[config.mk]
export PLATFORM = sky130hd
export DESIGN_NAME = dma_chan
export DESIGN_NICKNAME = d
export VERILOG_FILES = /design/src/rtl/dma_chan_pkg.sv /design/src/rtl/dma_byte_ptr.sv /design/src/rtl/dma_step_ctr.sv /design/src/rtl/dma_chan.sv
export SDC_FILE = /design/constraint.sdc
export NUM_CORES = 1
export LEC_CHECK = 0
export BUFFER_PORTS_ARGS = -buffer_cell sky130_fd_sc_hd__buf_4
export CORE_UTILIZATION = 46
export CTS_BUF_LIST = sky130_fd_sc_hd__clkbuf_16
export DETAILED_ROUTE_END_ITERATION = 8
export PLACE_DENSITY = 0.71
export SYNTH_ARGS = -nofsm -noshare
export SYNTH_HDL_FRONTEND = slang
export SYNTH_SLANG_ARGS = --single-unit
[constraint.sdc]
create_clock -name clk -period 2.2 [get_ports clk]
set_input_delay 0.11 -clock clk [delete_from_list [all_inputs] [get_ports clk]]
set_output_delay 0.11 -clock clk [all_outputs]
set_load 0.01 [all_outputs]
[src/rtl/dma_chan_pkg.sv]
package dma_chan_pkg;
   typedef enum logic [2:0] {
      SEL_ADDR   = 3'd0,
      SEL_COUNT  = 3'd1,
      SEL_PAGE   = 3'd2,
      SEL_DIR    = 3'd3,
      SEL_MASK   = 3'd4,
      SEL_PTRCLR = 3'd5
   } reg_sel_e;
endpackage

[src/rtl/dma_byte_ptr.sv]
module dma_byte_ptr (
   input  logic clk,
   input  logic rst_n,
   input  logic access,
   input  logic clear,
   output logic hi
);
   always_ff @(posedge clk or negedge rst_n) begin
      if (!rst_n)      hi <= 1'b0;
      else if (clear)  hi <= 1'b0;
      else if (access) hi <= ~hi;
   end

   p_ptr_toggle_r2: assert property (@(posedge clk) disable iff (!rst_n)
      access && !clear |=> hi != $past(hi));
   p_ptr_clear_r2: assert property (@(posedge clk) disable iff (!rst_n)
      clear |=> !hi);
endmodule

[src/rtl/dma_step_ctr.sv]
module dma_step_ctr #(
   parameter int DATA_W = 8,
   parameter bit UP     = 1'b1
) (
   input  logic                  clk,
   input  logic                  rst_n,
   input  logic                  ld_lo,
   input  logic                  ld_hi,
   input  logic [DATA_W-1:0]     ld_byte,
   input  logic                  step,
   output logic [2*DATA_W-1:0]   q
);
   localparam int W = 2 * DATA_W;

   logic [W-1:0] q_step;

   generate
      if (UP) begin : g_up
         assign q_step = q + W'(1);
      end else begin : g_down
         assign q_step = q - W'(1);
      end
   endgenerate

   always_ff @(posedge clk or negedge rst_n) begin
      if (!rst_n)     q <= '0;
      else if (ld_lo) q <= {q[W-1:DATA_W], ld_byte};
      else if (ld_hi) q <= {ld_byte, q[DATA_W-1:0]};
      else if (step)  q <= q_step;
   end

   p_step_delta_r8: assert property (@(posedge clk) disable iff (!rst_n)
      step && !ld_lo && !ld_hi |=> q == (UP ? $past(q) + W'(1) : $past(q) - W'(1)));
   p_load_wins_r10: assert property (@(posedge clk) disable iff (!rst_n)
      ld_lo |=> q[DATA_W-1:0] == $past(ld_byte));
endmodule

[src/rtl/dma_chan.sv]
module dma_chan
   import dma_chan_pkg::*;
#(
   parameter int DATA_W    = 8,
   parameter int PAGE_W    = 8,
   parameter bit WORD_MODE = 1'b0
) (
   input  logic                          clk,
   input  logic                          rst_n,
   input  logic                          cfg_we,
   input  logic                          cfg_re,
   input  logic [2:0]                    cfg_sel,
   input  logic [DATA_W-1:0]             cfg_wdata,
   output logic [DATA_W-1:0]             cfg_rdata,
   input  logic                          dreq,
   output logic [PAGE_W+2*DATA_W-1:0]    mem_addr,
   output logic                          mem_rd,
   output logic                          mem_wr,
   output logic                          tc,
   output logic                          masked
);
   localparam int CNT_W  = 2 * DATA_W;
   localparam int MEM_AW = PAGE_W + CNT_W;

   generate
      if (DATA_W < 2) begin : g_bad_data
         $error("dma_chan: DATA_W must be at least 2");
      end
      if (PAGE_W < 2) begin : g_bad_page
         $error("dma_chan: PAGE_W must be at least 2");
      end
   endgenerate

   reg_sel_e            sel;
   logic                ptr_hi;
   logic                dir_m2d;
   logic [PAGE_W-1:0]   page;
   logic [CNT_W-1:0]    cur_addr;
   logic [CNT_W-1:0]    residue;
   logic                xfer;
   logic                sel_addr, sel_cnt;
   logic                ptr_access, ptr_clear;

   assign sel        = reg_sel_e'(cfg_sel);
   assign sel_addr   = (sel == SEL_ADDR);
   assign sel_cnt    = (sel == SEL_COUNT);
   assign ptr_access = (cfg_we || cfg_re) && (sel_addr || sel_cnt);
   assign ptr_clear  = cfg_we && (sel == SEL_PTRCLR);

   assign xfer   = dreq && !masked;
   assign tc     = xfer && (residue == '0);
   assign mem_rd = xfer && dir_m2d;
   assign mem_wr = xfer && !dir_m2d;

   dma_byte_ptr u_ptr (
      .clk    (clk),
      .rst_n  (rst_n),
      .access (ptr_access),
      .clear  (ptr_clear),
      .hi     (ptr_hi)
   );

   dma_step_ctr #(.DATA_W(DATA_W), .UP(1'b1)) u_addr (
      .clk     (clk),
      .rst_n   (rst_n),
      .ld_lo   (cfg_we && sel_addr && !ptr_hi),
      .ld_hi   (cfg_we && sel_addr && ptr_hi),
      .ld_byte (cfg_wdata),
      .step    (xfer),
      .q       (cur_addr)
   );

   dma_step_ctr #(.DATA_W(DATA_W), .UP(1'b0)) u_count (
      .clk     (clk),
      .rst_n   (rst_n),
      .ld_lo   (cfg_we && sel_cnt && !ptr_hi),
      .ld_hi   (cfg_we && sel_cnt && ptr_hi),
      .ld_byte (cfg_wdata),
      .step    (xfer),
      .q       (residue)
   );

   always_ff @(posedge clk or negedge rst_n) begin
      if (!rst_n) begin
         page    <= '0;
         dir_m2d <= 1'b0;
         masked  <= 1'b1;
      end else begin
         if (cfg_we && sel == SEL_PAGE) page    <= PAGE_W'(cfg_wdata);
         if (cfg_we && sel == SEL_DIR)  dir_m2d <= cfg_wdata[0];
         if (tc)                        masked  <= 1'b1;
         else if (cfg_we && sel == SEL_MASK) masked <= cfg_wdata[0];
      end
   end

   generate
      if (WORD_MODE) begin : g_word
         assign mem_addr = {page[PAGE_W-1:1], cur_addr, 1'b0};
      end else begin : g_byte
         assign mem_addr = {page, cur_addr};
      end
   endgenerate

   always_comb begin
      case (sel)
         SEL_ADDR:  cfg_rdata = ptr_hi ? cur_addr[CNT_W-1:DATA_W] : cur_addr[DATA_W-1:0];
         SEL_COUNT: cfg_rdata = ptr_hi ? residue[CNT_W-1:DATA_W]  : residue[DATA_W-1:0];
         SEL_PAGE:  cfg_rdata = DATA_W'(page);
         default:   cfg_rdata = DATA_W'({masked, dir_m2d});
      endcase
   end

   p_tc_masks_r8: assert property (@(posedge clk) disable iff (!rst_n)
      tc |=> masked);
   p_page_hold_r4: assert property (@(posedge clk) disable iff (!rst_n)
      !(cfg_we && sel == SEL_PAGE) |=> $stable(page));
   p_masked_quiet_r7: assert property (@(posedge clk) disable iff (!rst_n)
      masked && !(cfg_we && (sel_addr || sel_cnt)) |=> $stable(residue) && $stable(cur_addr));
   p_one_strobe_r6: assert property (@(posedge clk) disable iff (!rst_n)
      !(mem_rd && mem_wr));
   p_addr_bits_r5: assert property (@(posedge clk) disable iff (!rst_n)
      $past(xfer) && !$past(cfg_we && sel_addr) && $stable(page) |->
         mem_addr[MEM_AW-PAGE_W-1:0] != $past(mem_addr[MEM_AW-PAGE_W-1:0]));
endmodule

# --- Word level (Yosys, flattened, before mapping) ---
# Cells that the tools add are included.
word_totals:
  elab_cells: 65
  in_bits: 16
  output_inout_bits: 36
  regBits: 43
op_classes:
  muxes: 13
  add_sub_neg: 2
  n_eq_ne: 7
  n_reduce_logical: 32
  n_bitwise: 3
ops:
  columns: ["cell", "n"]
  rows:
  - ["16-bit 2-to-1 mux", 4]
  - ["8-bit 2-to-1 mux", 4]
  - ["8-bit case mux with 3 select lines", 1]
  - ["16-bit by 1-bit adder with 16-bit output, second input constant", 1]
  - ["16-bit zero test", 1]
  - ["16-bit by 1-bit subtractor with 16-bit output, second input constant", 1]
  - ["1-bit logical AND", 15]
  - ["2-bit nonzero test", 6]
  - ["2-bit AND reduction", 4]
  - ["3-bit by 2-bit equality test with 1-bit output, second input constant", 2]
  - ["3-bit equality test, second input constant", 2]
  - ["1-bit 2-to-1 mux", 4]
  - ["2-bit by 1-bit != test with 1-bit output, second input constant", 2]
  - ["3-bit by 1-bit equality test with 1-bit output, second input constant", 1]
  - ["1-bit zero test", 3]
  - ["3-bit zero test", 1]
  - ["1-bit inverter", 3]
  - ["1-bit logical OR", 2]

# --- Depth between registers and ports, before layout ---
# Gate-level depths: netlist of run 1.
logic_depth:
  depth_word: 5
  mapped_depth: 7
  depth_no_buf: 7

# --- By module ---
# Synthesis of run 1 repeated with hierarchy kept, for this count alone.
hier_totals:
  hier_cells: 334
  hier_area_um2: 2970.3
by_module_without_submodules:
  columns: ["mod", "seq_area_each_um2", "cells_each", "area_per_inst_um2", "instances"]
  rows:
  - ["dma_step_ctr (u_count)", 400.4, 117, 1033.5, 1]
  - ["dma_step_ctr (u_addr)", 400.4, 112, 987.2, 1]
  - ["dma_chan", 251.5, 102, 912.1, 1]
  - ["dma_byte_ptr", 25.0, 3, 37.5, 1]

# --- Worst setup path after synthesis of run 1 ---
# OpenSTA, ideal clock, no wires.
synth_path:
  path_type: "register to register"
  start: "reg u_count.q[8]"
  end: "reg u_count.q[15]"
  path_buffers: 0
  slack_ps: 47
  path_stages_with_launch: 6
  required_ps: 2063
  t_arrival_ps: 2016
  cell_sequence: "dfrtp_1 > or4_4 > or3_4 > or4_4 > o211ai_1 > o311ai_1"
synth_between:
  elab_chain_cells: 3
synth_rtl:
  columns: ["element", "line_no", "source"]
  rows:
  - ["start: declaration", "dma_step_ctr.sv:11", "output logic [2*DATA_W-1:0] q"]
  - ["start signal: assignment", "dma_step_ctr.sv:27", "else if (ld_lo) q <= {q[W-1:DATA_W], ld_byte};"]
  - ["start signal: assignment", "dma_step_ctr.sv:28", "else if (ld_hi) q <= {ld_byte, q[DATA_W-1:0]};"]
  - ["start signal: assignment", "dma_step_ctr.sv:29", "else if (step) q <= q_step;"]
  - ["16-bit by 1-bit subtractor with 16-bit output", "dma_step_ctr.sv:21", "assign q_step = q - W'(1);"]
  - ["16-bit 2-to-1 mux", "dma_step_ctr.sv:29", null]
  - ["16-bit 2-to-1 mux", "dma_step_ctr.sv:28", null]
# No other way between the ends. The select of a mux whose other input is x is not followed.
# A chain may end at the register's enable or synchronous reset.

# --- Final worst setup path of run 1 ---
layout_path:
  start: "reg u_count.q[8]"
  end: "out tc"
layout_between:
  elab_chain_cells: 2
layout_rtl:
  columns: ["element", "line_no", "source"]
  rows:
  - ["16-bit zero test", "dma_chan.sv:51", "assign tc = xfer && (residue == '0);"]
  - ["1-bit logical AND", "dma_chan.sv:51", null]
  - ["end: declaration", "dma_chan.sv:19", "output logic tc,"]
# No other way between the ends.

==> run summary, run 1 <==
For this run, design rule violations remaining after detail routing come to 0. The path with the worst hold slack has its endpoint at u_addr.q[7]$_DFFE_PN0P_. The number of clock buffers inserted by TritonCTS is 5. In the final design database the tool counted a little under 400 nets. The number of synthesized flops with an enable pin is 0. The number of antenna-violating nets in the routed design came out at 0.

The maximum number of pins on one net before global-route repair came out at 44. The final reports fail on setup timing. The class of the tightest hold or removal check is primary input to register. The data required time at the worst endpoint came out at roughly 2.1 ns. The most common cell after layout, fill and taps aside is sky130_fd_sc_hd__buf_4.

The total power divided by cell area came out at ~1100 nW/um2. The largest fanout of any net on the critical path is 3. For this design the static power due to leakage is roughly 1.5 nW. The post-synthesis async set-or-reset flop share is 1.000. The via count of the first global-routing pass came to between 2,000 and 2,500. The via count normalized by instance count is ~5.9. The clock tree from TritonCTS is yes. From bottom edge to top edge, the die measures about 80 um. The post-synthesis cell count is 307. The design draws between 0.003 and 0.004 W. The data arrival time of the critical path is ~2.3 ns. At the pin with the least slew margin, the transition time is approximately 0.58 ns. Setup repair after global routing could not meet its margin everywhere. In the post-synthesis netlist, the biggest area contributors are sky130_fd_sc_hd__dfrtp_1 39%, sky130_fd_sc_hd__mux2i_1 7.0%, sky130_fd_sc_hd__nand2_1 5.6%. The launch point of the worst hold path is cfg_wdata[7].

The number of standard cells in the layout, taps in and fillers out came out at between 400 and 500. Row generation in the floorplan step produced 27 rows. In this run the horizontal extent of the chip is roughly 80 um. Counting flops and latches in the post-synthesis netlist gives between 40 and 50. The synthesized netlist occupies a cell area of around 2700 um2. The clock passes through at most 2 buffers. The number of port buffers is between 50 and 60.

The path depth of the worst reg2reg path is 6. The post-synthesis net count is about 330. The number of top-level pins came out at 52. The count of cell types in the netlist came out at 48. The detailed-route wire length is between 7000 and 8000 um. The final worst-path cycle share is 1.097. The number of antenna violations at the first check in global routing is 0.

The number of DRC markers in iteration 0 came out at approximately 280. The sum of overflow across all layers after global routing came out at 0. For the finished layout, the period the worst path requires is about 2.4 ns. The worst-case setup slack after placement came out at around 0.032 ns. In this run the critical register-to-register path is captured at masked$_DFFE_PN1P_. The final count of hold timing violations is 0. Along the worst hold path, the cell count comes to 3. The worst hold slack across all endpoints is slightly above 0.09 ns.

The number of pins with negative max-slew slack in the final report came out at 0. The average size of a mapped cell came out at approximately 9 um2. The slack of the critical path is -0.2141 ns.

For this run, the number of Yosys warnings is 0. Among all flip-flop cells after synthesis, the most frequent one is sky130_fd_sc_hd__dfrtp_1. The routed wirelength normalized by instance count is 17.33 um. The total iterations of the first detailed-routing run came out at 5. The congestion estimate from routability-driven global placement came to ~0.9.

The detailed placer's ending HPWL is about 5700 um. The worst setup path is captured at a primary output. The run finished, with violations left.

The overall global routing resource usage came out at 0.2703. The worst register-to-register path begins at u_count.q[8]$_DFFE_PN0P_. The portion of the post-synthesis area used by sequential elements is 0.3988. The register-to-register path setup slack is roughly 0.030 ns. Counting tap cells, the placed design contains a total of 433 instances. The worst-case clock skew came out at 0.004182 ns. Clock tree synthesis selected as its root buffer the cell sky130_fd_sc_hd__clkbuf_16.

The effective utilization at floorplan is 0.4846. The later-pin clock latency in the skew report is 0.28 ns. The total core area came out at roughly 5600 um2.

The clock net in this run drives a total of 43 sinks. Setup violations remaining at the end of the flow were counted as 1. The die area is 6183 um2. The CTS clock-pin slew for the worst setup and hold paths came out at 0.06 ns. The share of final-layout standard cells stronger than drive strength 1 is 0.2534. The worst slew slack as a fraction of its limit came out at 0.6056.

By startpoint and endpoint, the worst setup path is classified as register to primary output. The number of vias in the routed layout came out at ~2,600. The worst setup path is launched from a register. The layout overhead on the synthesized area is 26.54%. The H-tree depth reported by CTS came out at 2. The library cells used most frequently in the layout, excluding fill and tap cells, are 71 x sky130_fd_sc_hd__buf_4, 42 x sky130_fd_sc_hd__dfrtp_1, 40 x sky130_fd_sc_hd__nand2_1.

Based on the critical path, the design can be clocked at up to around 410 MHz. The count of inserted antenna diode cells came out at 0. VDD sags by at most a little under 0.7 mV. The tool flagged a number of max-cap violations equal to 0.

The area share of the largest cell type after synthesis is 0.3891. The first global-routing pass estimated ~13,000 um of wire. The largest area contributor in the netlist is sky130_fd_sc_hd__dfrtp_1. The layout has 498 filler cells.
==> synth_stat cells (3+ instances only) <==
master and count:
sky130_fd_sc_hd__a21oi_1 14, sky130_fd_sc_hd__a221o_1 3, sky130_fd_sc_hd__and2_1 3, sky130_fd_sc_hd__buf_1 3
sky130_fd_sc_hd__clkbuf_1 13, sky130_fd_sc_hd__dfrtp_1 42, sky130_fd_sc_hd__inv_1 6, sky130_fd_sc_hd__mux2_2 9
sky130_fd_sc_hd__mux2i_1 19, sky130_fd_sc_hd__nand2_1 40, sky130_fd_sc_hd__nand2b_1 5, sky130_fd_sc_hd__nand3_1 13
sky130_fd_sc_hd__nand4_1 5, sky130_fd_sc_hd__nor2_1 34, sky130_fd_sc_hd__nor2b_1 4, sky130_fd_sc_hd__nor3_1 6
sky130_fd_sc_hd__nor4_1 5, sky130_fd_sc_hd__o211ai_1 5, sky130_fd_sc_hd__o21ai_0 21, sky130_fd_sc_hd__o22a_1 8
sky130_fd_sc_hd__xnor2_1 9, sky130_fd_sc_hd__xor2_1 8
==> report_power, final <==
part	internal (W)	leakage [nW]	switching [W]	total, W
clock	0.000411	0.0724	0.000302	0.000713
sequential	0.00109	0.527	0.000368	0.00146
combinational	0.000814	0.882	0.000771	0.00159
==> layer usage <==
metal | global-route usage | vias to the layer above | part of all wire
met5 | 0 | - | 0
met4 | 0.08333 | 0 | 0.014
met3 | 0.03488 | 12 | 0.072
met2 | 0.4078 | 119 | 0.45
met1 | 0.3990 | 1235 | 0.47
li1 | - | 1231 | -
==> how the worst max path moves through the flow <==
| stage | cells after the start | endpoint | slack [ns] | startpoint |
|---|---|---|---|---|
| detailed placement | 5 | tc | 0.03 | u_count.q[8]$_DFFE_PN0P_ |
| finish | 5 | tc | -0.21 | u_count.q[8]$_DFFE_PN0P_ |
| global placement | 5 | tc | 0.06 | u_count.q[8]$_DFFE_PN0P_ |
| global route | 5 | tc | -0.29 | u_count.q[8]$_DFFE_PN0P_ |
| CTS | 5 | tc | -0.27 | u_count.q[8]$_DFFE_PN0P_ |
| floorplan | 5 | u_count.q[15]$_DFFE_PN0P_ | 0.05 | u_count.q[8]$_DFFE_PN0P_ |
==> logic make-up (layout without fill, tap and decap cells) <==
logic type	Yosys count	count (layout)	synth area share
simple gates	131	131	0.2441
compound gates	63	63	0.1524
flops	43	43	0.3988
mux	28	28	0.1079
buf+inv	23	87	0.03242
xor+xnor	17	17	0.05512
fa+ha+maj	2	2	0.009262
==> flip-flops by register name, summed over array words and instances, names as in the netlist <==
register and cells:
dir_m2d 1, masked 1, page 8, u_addr.q 16, u_count.q 16, u_ptr.hi 1
==> timing repair <==
action,in CTS,in global routing
resized for setup,1,0
setup buffers,0,1
hold buffers,1,0
setup endpoints to repair,1,2
pin swaps,0,3
endpoints found under the hold margin,42,0
==> final cells by class <==
cell class              count  area (um2)  area share
clock buffers               5       125.1     0.03660
clock inverters             3       12.51    0.003660
inverters                   6       22.52    0.006589
multi-input cells         241        1536      0.4495
flip-flops and latches     43        1077      0.3152
well taps                  72       90.09     0.02635
repair buffers             73       554.3      0.1622
==> worst max-delay path: stages (launching register included) <==
cell	delay [ns]
sky130_fd_sc_hd__dfrtp_1	0.39
sky130_fd_sc_hd__or4_4	0.55
sky130_fd_sc_hd__or3_4	0.35
sky130_fd_sc_hd__or4_4	0.46
sky130_fd_sc_hd__nor3_4	0.15
sky130_fd_sc_hd__buf_6	0.13
==> metrics by stage <==
step,TNS (ns),instance area (um2),util
detailed placement,0,3259,0.5847
global route,-0.3559,3418,0.6132
global placement,0,3259,0.5847
floorplan,0,2701,-
CTS,-0.2738,3411,0.6119
finish,-0.2141,3418,0.6132
Power figures use the tool's default switching activity.
==> run 2: changes to the inputs <==
--- a/config.mk
+++ b/config.mk
@@ -5,11 +5,11 @@
 export SDC_FILE = /design/constraint.sdc
 export NUM_CORES = 1
 export LEC_CHECK = 0
-export BUFFER_PORTS_ARGS = -buffer_cell sky130_fd_sc_hd__buf_4
 export CORE_UTILIZATION = 46
 export CTS_BUF_LIST = sky130_fd_sc_hd__clkbuf_16
+export CTS_CLUSTER_DIAMETER = 50
 export DETAILED_ROUTE_END_ITERATION = 8
-export PLACE_DENSITY = 0.71
+export DONT_BUFFER_PORTS = 1
 export SYNTH_ARGS = -nofsm -noshare
 export SYNTH_HDL_FRONTEND = slang
 export SYNTH_SLANG_ARGS = --single-unit
==> run 2 against run 1 <==
  * First-iteration DRC count down 52%
  * Fmax up 0.41%
  * Non-clock buffer count down 38
  * Clock skew up 0.0015 ns
  * Sequential power about the same
  * Largest cell class unchanged
  * Final area down 7.0%
  * Die area unchanged
  * The flow still finishes with violations (setup timing)
  * Critical path depth unchanged
  * Global-route usage down 1.2 points
  * Highest routed layer unchanged
  * Critical path type unchanged
  * Setup slack better by 0.0097 ns
==> run summary, run 2 (synthesis gave the netlist of run 1 again) <==
Outcome: finished with violations (unchanged). Failing checks: setup timing (unchanged). The CTS clock-pin slew for the worst setup and hold paths came out at 0.06 ns (about the same).

The post-route cell area came out at 3181 um2 (was 3418 um2). The cell repeated most along the worst path is sky130_fd_sc_hd__or4_4 (unchanged). The die boundary width came to 78.63 um (unchanged).

The critical path endpoint category is a primary output (unchanged). The total power divided by cell area is 1093 nW/um2 (was 1098 nW/um2). The area used by multi-input combinational logic came out at 1536 um2 (unchanged). The number of pins with negative max-slew slack in the final report came to 0 (unchanged).

The final RePlAce weighted congestion is 0.8403 (was 0.8940). The sink count of the clock tree came out at 43 (unchanged). The worst hold slack across all endpoints was 0.01382 ns (was 0.09270 ns). The worst-case clock skew came out at 0.005730 ns (was 0.004182 ns).

The die area is 6183 um2 (unchanged). The number of DRC markers in iteration 0 is 132 (was 277). The number of antenna-violating nets in the routed design came out at 0 (unchanged). The worst slew slack as a fraction of its limit came to 0.5955 (was 0.6056). The count of placed standard cells including taps is 383 (was 433). The data required time at the worst endpoint came out at 2.09 ns (about the same). The maximum number of pins on one net before global-route repair came out at 44 (unchanged).

The sum of overflow across all layers after global routing is 0 (unchanged). The maximum clock frequency is 415.9 MHz (was 414.2 MHz). The detailed placer's ending HPWL was 5438 um (was 5681 um).

The number of DRC violations after detailed routing was 0 (unchanged). The register-to-register path setup slack is 0.05 ns (was 0.03 ns). The final core utilization came out at 0.5706 (was 0.6132). The number of top-level pins is 52 (unchanged). The total iterations of the first detailed-routing run was 4 (was 5).

The clock tree from TritonCTS is yes (unchanged). The H-tree depth reported by CTS came out at 2 (unchanged). The number of clock buffers inserted by TritonCTS is 5 (unchanged).

The share of final-layout standard cells stronger than drive strength 1 was 0.1351 (was 0.2534). The placed cell area came to 2884 um2 (was 3259 um2). The final count of hold timing violations is 0 (unchanged). Top library cells by usage in the layout, fill and taps aside: 42 x sky130_fd_sc_hd__dfrtp_1, 40 x sky130_fd_sc_hd__nand2_1, 34 x sky130_fd_sc_hd__nor2_1 (was 71 x sky130_fd_sc_hd__buf_4, 42 x sky130_fd_sc_hd__dfrtp_1, 40 x sky130_fd_sc_hd__nand2_1).

The most common cell after layout, fill and taps aside was sky130_fd_sc_hd__dfrtp_1 (was sky130_fd_sc_hd__buf_4). The launching element type of the critical path is a register (unchanged). The pin slew with the least headroom to its limit is 0.5987 ns (was 0.5837 ns).

The number of port buffers is 0 (was 51). The class of the most critical setup path is register to primary output (unchanged). The total core area was 5574 um2 (unchanged). The worst stage delay on the critical path was 0.55 ns (about the same). The slack of the critical path is -0.2044 ns (was -0.2141 ns).

The data arrival time of the critical path came to 2.29 ns (was 2.30 ns). The number of vias in the routed layout came out at 2,409 (was 2,597). Largest registers ranked by flip-flop count: u_addr.q: 16 flops, u_count.q: 16 flops, page: 8 flops (unchanged). The number of antenna violations at the first check in global routing is 0 (unchanged). The effective utilization at floorplan is 0.4846 (unchanged). The final worst-path cycle share is 1.093 (was 1.097). RSZ-0062 raised after global routing: yes (unchanged). The area taken by flip-flops and latches came out at 1077 um2 (unchanged). The detailed-route wire length is 7619 um (was 7679 um).

Ordered cell list for the critical path: or4_4, or3_4, or4_4, nor3_4, buf_6 (unchanged). The later-pin clock latency in the skew report came out at 0.28 ns (about the same). The via count of the first global-routing pass is 2,276 (was 2,405). The worst-path cell with the longest stage delay was sky130_fd_sc_hd__or4_4 (unchanged). The layout overhead on the synthesized area came out at 17.74% (was 26.54%). The number of buffers between clock root and the deepest sink is 2 (unchanged). The global-route wire length before repair was 12,090 um (was 12,710 um). The number of inserted filler cells in the final layout came out at 524 (was 498). The number of nets in the layout is 350 (was 388).

The static leakage was 1.291 nW (was 1.482 nW). The overall global routing resource usage came out at 0.2586 (was 0.2703). The die extent in y came out at 78.63 um (unchanged). The number of standard-cell rows in the floorplan came to 27 (unchanged). The largest fanout of any net on the critical path came out at 3 (unchanged). The class of the tightest hold or removal check is primary input to register (unchanged). The via count normalized by instance count is 5.948 (was 5.862). The count of maximum capacitance violations is 0 (unchanged). The number of setup violations in the final report came to 1 (unchanged). The time the final worst path needs with I/O delays and setup came out at 2.404 ns (was 2.414 ns). The cell at the root of the clock tree is sky130_fd_sc_hd__clkbuf_16 (unchanged).

The routed wirelength normalized by instance count was 18.81 um (was 17.33 um). The count of inserted antenna diode cells is 0 (unchanged). The maximum vdd drop came out at 0.4536 mV (was 0.6822 mV).

The number of standard cells in the layout, taps in and fillers out came out at 405 (was 443).
run 2: changes by cell type in the layout (fill, tap and decap cells not counted):
cell	before	now
sky130_fd_sc_hd__buf_4	71	21
sky130_fd_sc_hd__dlygate4sd3_1	1	12
sky130_fd_sc_hd__buf_16	0	1
run 2: worst paths after layout:
path,from,depth (start not counted),endpoint
max,u_count.q[8]$_DFFE_PN0P_,5,tc
min,cfg_wdata[4],2,u_addr.q[12]$_DFFE_PN0P_
max reg2reg,u_count.q[8]$_DFFE_PN0P_,5,u_count.q[15]$_DFFE_PN0P_
min reg2reg,u_count.q[1]$_DFFE_PN0P_,1,u_count.q[1]$_DFFE_PN0P_
max in group asynchronous,rst_n,2,masked$_DFFE_PN1P_
min in group asynchronous,rst_n,2,u_count.q[11]$_DFFE_PN0P_
run 2: repair_timing:
action	CTS	global route
buffers inserted	0	1
hold endpoints to repair	82	1
gates cloned	0	0
setup endpoints to repair	1	3
resized for setup	1	0
pin swaps	1	2
hold buffers	12	1
run 2: area by class of cell:
class                      count  share of cell area
tap                           72             0.02832
sequential                    43              0.3387
timing repair buffer          35             0.09953
clock buffer                   5             0.03934
clock inverter                 3            0.003934
multi-input combinational    241              0.4831
inverter                       6            0.007081
run 2: per-layer routing:
metal | part of all wire | global-route usage | vias to the layer above
met3 | 0.062 | 0.04419 | 10
li1 | - | - | 1158
met1 | 0.49 | 0.3777 | 1148
met5 | 0 | 0 | -
met4 | 0.015 | 0.06667 | 0
met2 | 0.44 | 0.3930 | 93
run 2: critical path: cells and delay by family, from the launching register on:
| kind | cells | cell delay [ns] |
|---|---|---|
| flip-flops | 1 | 0.38 |
| buffers and inverters | 1 | 0.13 |
| AND/OR/NAND/NOR | 4 | 1.52 |
run 2: report_power, final:
part / internal (W) / switching (W)
Sequential: 0.00109 / 0.000409
Clock: 0.000411 / 0.000301
Combinational: 0.000617 / 0.000651
run 2: per-stage QoR:
stage / setup slack [ns] / TNS [ns] / total power, W
2_1_floorplan: 0.04716 / 0 / 0.002289
3_3_place_gp: 0.04571 / 0 / 0.002676
3_5_place_dp: 0.01816 / 0 / 0.002695
4_1_cts: -0.2307 / -0.2307 / 0.003461
5_1_grt: -0.2734 / -0.3121 / 0.003694
6_report: -0.2044 / -0.2044 / 0.003476
